### config.mk
export PLATFORM = sky130hd
export DESIGN_NAME = vseq_elem_seq
export DESIGN_NICKNAME = d
export VERILOG_FILES = /design/src/rtl/vseq_pkg.sv /design/src/rtl/vseq_decode.sv /design/src/rtl/vseq_step.sv /design/src/rtl/vseq_elem_seq.sv
export SDC_FILE = /design/constraint.sdc
export NUM_CORES = 1
export LEC_CHECK = 0
export BUFFER_PORTS_ARGS = -buffer_cell sky130_fd_sc_hd__buf_4
export CORE_ASPECT_RATIO = 0.9
export CORE_MARGIN = 4
export CORE_UTILIZATION = 45
export DETAILED_ROUTE_END_ITERATION = 8
export PLACE_DENSITY = 0.68
export SKIP_CTS_REPAIR_TIMING = 1
export SLEW_MARGIN = 20
export SYNTH_ARGS = -nofsm -noshare
export SYNTH_HDL_FRONTEND = slang
export SYNTH_HIERARCHICAL = 1
export SYNTH_SLANG_ARGS = --single-unit
### constraint.sdc
create_clock -name clk -period 2.85 [get_ports clk]
set_input_delay 0.285 -clock clk [delete_from_list [all_inputs] [get_ports clk]]
set_output_delay 0.285 -clock clk [all_outputs]
set_load 0.1 [all_outputs]
### src/rtl/vseq_pkg.sv
package vseq_pkg;

    typedef enum logic [1:0] {
        VMODE_RANGE = 2'd0,
        VMODE_MASK  = 2'd1,
        VMODE_BAD   = 2'd2
    } vmode_e;

    // log2 of the narrowest element in bytes
    localparam int unsigned ELEM_LOG_MIN = 2;

endpackage

### src/rtl/vseq_decode.sv
module vseq_decode
    import vseq_pkg::*;
#(
    parameter int unsigned FIELD_W = 4
) (
    input  logic [FIELD_W-1:0] sel_a_i,
    input  logic [FIELD_W-1:0] sel_b_i,
    output vmode_e             mode_o,
    output logic               mask_hi_o,
    output logic [FIELD_W-1:0] first_o,
    output logic [FIELD_W-1:0] last_o,
    output logic [FIELD_W-1:0] gr_idx_o
);

    localparam int unsigned NUM_ELEM = 1 << FIELD_W;
    localparam logic [FIELD_W-1:0] CODE_MASK_LO = FIELD_W'(NUM_ELEM - 2);
    localparam logic [FIELD_W-1:0] CODE_MASK_HI = FIELD_W'(NUM_ELEM - 1);
    localparam logic [FIELD_W-1:0] GR_HALF      = FIELD_W'(NUM_ELEM / 2);

    logic is_mask_lo;
    logic is_mask_hi;
    logic reg_ok;

    always_comb begin
        is_mask_lo = (sel_a_i == CODE_MASK_LO);
        is_mask_hi = (sel_a_i == CODE_MASK_HI);
        reg_ok     = (sel_b_i < GR_HALF);

        if (is_mask_lo || is_mask_hi) begin
            mode_o  = reg_ok ? VMODE_MASK : VMODE_BAD;
            first_o = '0;
            last_o  = CODE_MASK_HI;
        end else begin
            mode_o  = (sel_a_i <= sel_b_i) ? VMODE_RANGE : VMODE_BAD;
            first_o = sel_a_i;
            last_o  = sel_b_i;
        end

        mask_hi_o = is_mask_hi;
        gr_idx_o  = {is_mask_hi, sel_b_i[FIELD_W-2:0]};
    end

endmodule

### src/rtl/vseq_step.sv
module vseq_step
    import vseq_pkg::*;
#(
    parameter int unsigned STRIDE_W = 16,
    parameter int unsigned STEP_W   = STRIDE_W + 5
) (
    input  logic [STRIDE_W-1:0] stride_i,
    input  logic [1:0]          width_i,
    output logic [STEP_W-1:0]   step_o
);

    logic [2:0]        shift;
    logic [STEP_W-1:0] span;

    always_comb begin
        unique case (width_i)
            2'd0:    shift = 3'(ELEM_LOG_MIN);
            2'd1:    shift = 3'(ELEM_LOG_MIN + 1);
            default: shift = 3'(ELEM_LOG_MIN + 2);
        endcase
        span   = STEP_W'(stride_i) + STEP_W'(1);
        step_o = span << shift;
    end

endmodule

### src/rtl/vseq_elem_seq.sv
module vseq_elem_seq
    import vseq_pkg::*;
#(
    parameter int unsigned ADDR_W   = 40,
    parameter int unsigned STRIDE_W = 16,
    parameter int unsigned FIELD_W  = 4,
    parameter int unsigned NUM_ELEM = 1 << FIELD_W
) (
    input  logic                clk,
    input  logic                rst_n,
    input  logic                start_i,
    input  logic [FIELD_W-1:0]  sel_a_i,
    input  logic [FIELD_W-1:0]  sel_b_i,
    input  logic [ADDR_W-1:0]   base_i,
    input  logic [1:0]          width_i,
    input  logic [STRIDE_W-1:0] stride_i,
    output logic [FIELD_W-1:0]  gr_idx_o,
    input  logic [NUM_ELEM-1:0] gr_mask_i,
    output logic                elem_valid_o,
    output logic [FIELD_W-1:0]  elem_idx_o,
    output logic [ADDR_W-1:0]   elem_addr_o,
    output logic                elem_en_o,
    output logic                done_o,
    output logic                illegal_o
);

    localparam int unsigned STEP_W = STRIDE_W + 5;

    typedef struct packed {
        logic                busy;
        logic                done;
        logic                bad;
        logic                mask_mode;
        logic [FIELD_W-1:0]  idx;
        logic [FIELD_W-1:0]  last;
        logic [NUM_ELEM-1:0] mask;
        logic [ADDR_W-1:0]   addr;
        logic [STEP_W-1:0]   step;
    } seq_state_t;

    seq_state_t st_d, st_q;

    vmode_e             dec_mode;
    logic               dec_mask_hi;
    logic [FIELD_W-1:0] dec_first;
    logic [FIELD_W-1:0] dec_last;
    logic [STEP_W-1:0]  new_step;

    vseq_decode #(
        .FIELD_W (FIELD_W)
    ) i_decode (
        .sel_a_i   (sel_a_i),
        .sel_b_i   (sel_b_i),
        .mode_o    (dec_mode),
        .mask_hi_o (dec_mask_hi),
        .first_o   (dec_first),
        .last_o    (dec_last),
        .gr_idx_o  (gr_idx_o)
    );

    vseq_step #(
        .STRIDE_W (STRIDE_W),
        .STEP_W   (STEP_W)
    ) i_step (
        .stride_i (stride_i),
        .width_i  (width_i),
        .step_o   (new_step)
    );

    always_comb begin
        st_d      = st_q;
        st_d.done = 1'b0;
        st_d.bad  = 1'b0;

        if (st_q.busy) begin
            if (st_q.idx == st_q.last) begin
                st_d.busy = 1'b0;
                st_d.done = 1'b1;
            end else begin
                st_d.idx  = st_q.idx + FIELD_W'(1);
                st_d.addr = st_q.addr + ADDR_W'(st_q.step);
            end
        end else if (start_i) begin
            if (dec_mode == VMODE_BAD) begin
                st_d.done = 1'b1;
                st_d.bad  = 1'b1;
            end else begin
                st_d.busy      = 1'b1;
                st_d.mask_mode = (dec_mode == VMODE_MASK);
                st_d.idx       = dec_first;
                st_d.last      = dec_last;
                st_d.mask      = (dec_mode == VMODE_MASK) ? gr_mask_i : '1;
                st_d.addr      = base_i;
                st_d.step      = new_step;
            end
        end
    end

    always_ff @(posedge clk) begin
        if (!rst_n) begin
            st_q <= '0;
        end else begin
            st_q <= st_d;
        end
    end

    assign elem_valid_o = st_q.busy;
    assign elem_idx_o   = st_q.idx;
    assign elem_addr_o  = st_q.addr;
    assign elem_en_o    = st_q.busy & st_q.mask[st_q.idx];
    assign done_o       = st_q.done;
    assign illegal_o    = st_q.bad;

    // consecutive elements walk the register index upward by one
    p_idx_walk_r2: assert property (@(posedge clk) disable iff (!rst_n)
        (elem_valid_o && $past(elem_valid_o)) |-> (elem_idx_o == $past(elem_idx_o) + FIELD_W'(1)));

    // outside mask mode every presented element is enabled
    p_range_enabled_r2: assert property (@(posedge clk) disable iff (!rst_n)
        (elem_valid_o && !st_q.mask_mode) |-> elem_en_o);

    // the address moves by the latched step between consecutive elements
    p_addr_walk_r3: assert property (@(posedge clk) disable iff (!rst_n)
        (elem_valid_o && $past(elem_valid_o))
            |-> (elem_addr_o == $past(elem_addr_o) + ADDR_W'($past(st_q.step))));

    // an illegal flag is always reported together with done and no element
    p_illegal_shape_r7: assert property (@(posedge clk) disable iff (!rst_n)
        illegal_o |-> (done_o && !elem_valid_o));

    // the end of a run is followed at once by a done pulse
    p_done_after_run_r8: assert property (@(posedge clk) disable iff (!rst_n)
        $fell(elem_valid_o) |-> (done_o && !illegal_o));

    // done never overlaps a presented element
    p_done_alone_r8: assert property (@(posedge clk) disable iff (!rst_n)
        done_o |-> !elem_valid_o);

    // while a run is active the step it uses stays fixed
    p_step_held_r9: assert property (@(posedge clk) disable iff (!rst_n)
        (elem_valid_o && $past(elem_valid_o)) |-> $stable(st_q.step));

endmodule

==> metrics <==
Max-Slew Margin vs Limit 47.78%; die width 133.6 um; crit end category flip-flop; initial antenna violation count 0; CP Cell Sequence ha_2 -> inv_1 -> fa_1 -> and2b_1 -> o211ai_1 -> a21o_2 -> a31o_4 -> or3_1 -> o2111ai_1 -> a21oi_1; number of remaining DRC errors 0; FFs w/ async S/R, synth 0%; post-route minimum period 2.636 ns; area share of the largest cell type after synthesis 27.56%; flops & latches, synth 88; Mapped Avg Cell Area 8.011 um2; fmax 379.4 MHz; Synth Cell Area 0.006392 mm2; Worst-Skew Late Latency 0.35 ns; Synth area leaders dfxtp_1 28%, nand2_1 6.2%, buf_4 5.9%, a21oi_1 5.3%, ha_1 5.3%; pin count of the biggest net entering global routing 47; Die Ht 121.1 um; Filler cells 1383; Post-DRT Antenna Nets 0; worst path required time 3.05 ns; Core Region 0.01395 mm2; final worst path period share 92.48%; Final Wtd Congestion 0.8682; Distinct cells, synth 88; CTS tree done; n_diodes 0; DP HPWL 13.08 mm; port buffer count 136; Cells after Synth 798; initial DRC count 382; Initial Utilization 45.81%; final total power 0.004283 W; critical path's largest stage delay 0.37 ns; Routed WL 17.53 mm; most common cell in the synthesized netlist nand2_1; P&R area growth vs syn 19.63%; run status completed; worst slack at placement 0.1413 ns; Worst Max-Slew Pin Slew 0.7821 ns; vias in the first global route 5667; maximum root-to-sink buffer count 2; Crit path max-delay family compound AO/OA/AOI/OAI gates; peak fanout along the critical path 6; row count 41; total grt overflow 0; area leader, netlist dfxtp_1; post-DR wirelength/cell 16.39 um; unrepaired setup endpoints after global routing no; worst path buffer plus inverter count 1; Reg clk slew, reported paths 0.07 ns; register area share after synthesis 27.56%; first-pass GRT wire length 28.82 mm; Slew Limit Fails 0; htree depth 3; Syn. warnings 6; boundary pin count 137; Final Core Density 54.81%; Max VDD drop 0.3375 mV; Critical Path Start Type flip-flop; CTS sink cnt 88; most frequent cells after synthesis 106 x nand2_1, 88 x dfxtp_1, 68 x a21oi_1; DR vias 6073; Leakage 3.050 nW; # nets final 984; Die ar. 0.01618 mm2; crit path DAT 2.84 ns; hold_ws 0.1602 ns; vias per inst 5.681; clock root buffer clkbuf_16; Setup Skew 0.009243 ns; total CTS buffers 9; Detailed Routing Iterations Pass 1 5; PnR worst setup slack 0.2142 ns; total track usage 21.75%; CP Class flip-flop to flip-flop; ys flop type dfxtp_1; Power Density 560.1 mW/mm2; Sum Neg Setup Slack 0 ns; slowest CP cell or3_1; final-report hold violation count 0; layout cells sized above 1 24.66%; Max-Cap Viols 0; Post-synth EDFFs 0; setup violators final 0; Hold Path Class input port to flip-flop
[worst paths after layout]
path | start | to | slack [ns] | cells after the start
min reg2reg | st_q[15] | st_q[15] | 0.46 | 2
max | elem_addr_o[0] | elem_addr_o[36] | 0.21 | 10
min | gr_mask_i[6] | st_q[67] | 0.16 | 3
max reg2reg | elem_addr_o[0] | elem_addr_o[36] | 0.21 | 10
[power breakdown]
group / leakage (nW) / switching, W / internal [W]
Combinational: 2.16 / 0.00102 / 0.000484
Sequential: 0.722 / 0.000125 / 0.00135
Clock: 0.163 / 0.000512 / 0.000796
[logic make-up (layout without fill, tap and decap cells)]
family | Yosys count | count (layout) | share of synthesized area (%)
other cells | 1 | 2 | 0.05866
compound gates | 235 | 235 | 25.78
flops | 88 | 88 | 27.56
mux | 24 | 24 | 4.874
simple gates | 277 | 277 | 22.16
xor+xnor | 29 | 29 | 3.973
buf+inv | 116 | 193 | 10.00
fa+ha+maj | 28 | 28 | 5.598
[area by class of cell]
| class | instances | area [um2] | share of cell area, % |
|---|---|---|---|
| Multi-Input combinational cell | 595 | 4025 | 52.63 |
| Sequential cell | 88 | 1763 | 23.05 |
| Timing Repair Buffer | 156 | 1209 | 15.80 |
| Tap cell | 193 | 241.5 | 3.158 |
| Clock buffer | 10 | 239.0 | 3.125 |
| Clock inverter | 6 | 91.34 | 1.194 |
| Inverter | 21 | 78.83 | 1.031 |
[metrics by stage]
stage | instances | cell area (um2)
after floorplan | 799 | 6396
after global placement | 1050 | 7281
after CTS | 1066 | 7611
after detailed placement | 1050 | 7281
after global routing | 1069 | 7647
final | 1069 | 7647
[cells in the final DEF (no fill, tap or decap), types with 19 or more instances in the layout]
cell type  netlist  routed
a21oi_1         68      68
dfxtp_1         88      87
xnor2_1         19      19
a22oi_1         22      22
nor2_1          52      51
nor3_1          21      21
nand2_1        106     106
ha_1            27      26
buf_4           50     153
[sequential cells by signal, indices dropped and copies added (netlist names)]
signal,cells
elem_idx_o,4
elem_addr_o,40
st_q,41
elem_valid_o,1
done_o,1
illegal_o,1
[routing by layer]
metal | global-route usage (%) | share of wire, % | vias up
met3 | 4.436 | 6.2 | 20
met1 | 30.19 | 47 | 2822
met4 | 5.334 | 1.6 | 0
li1 | - | - | 3032
met2 | 34.87 | 46 | 199
met5 | 0 | 0 | -
[worst register-to-register path, stage by stage (launching register included)]
cell and delay, ns:
dfxtp_1 0.36, ha_2 0.20, inv_1 0.05, fa_1 0.36, and2b_1 0.24, o211ai_1 0.13
a21o_2 0.30, a31o_4 0.29, or3_1 0.37, o2111ai_1 0.10, a21oi_1 0.09
Note: power is estimated with default switching activity, not from simulation.
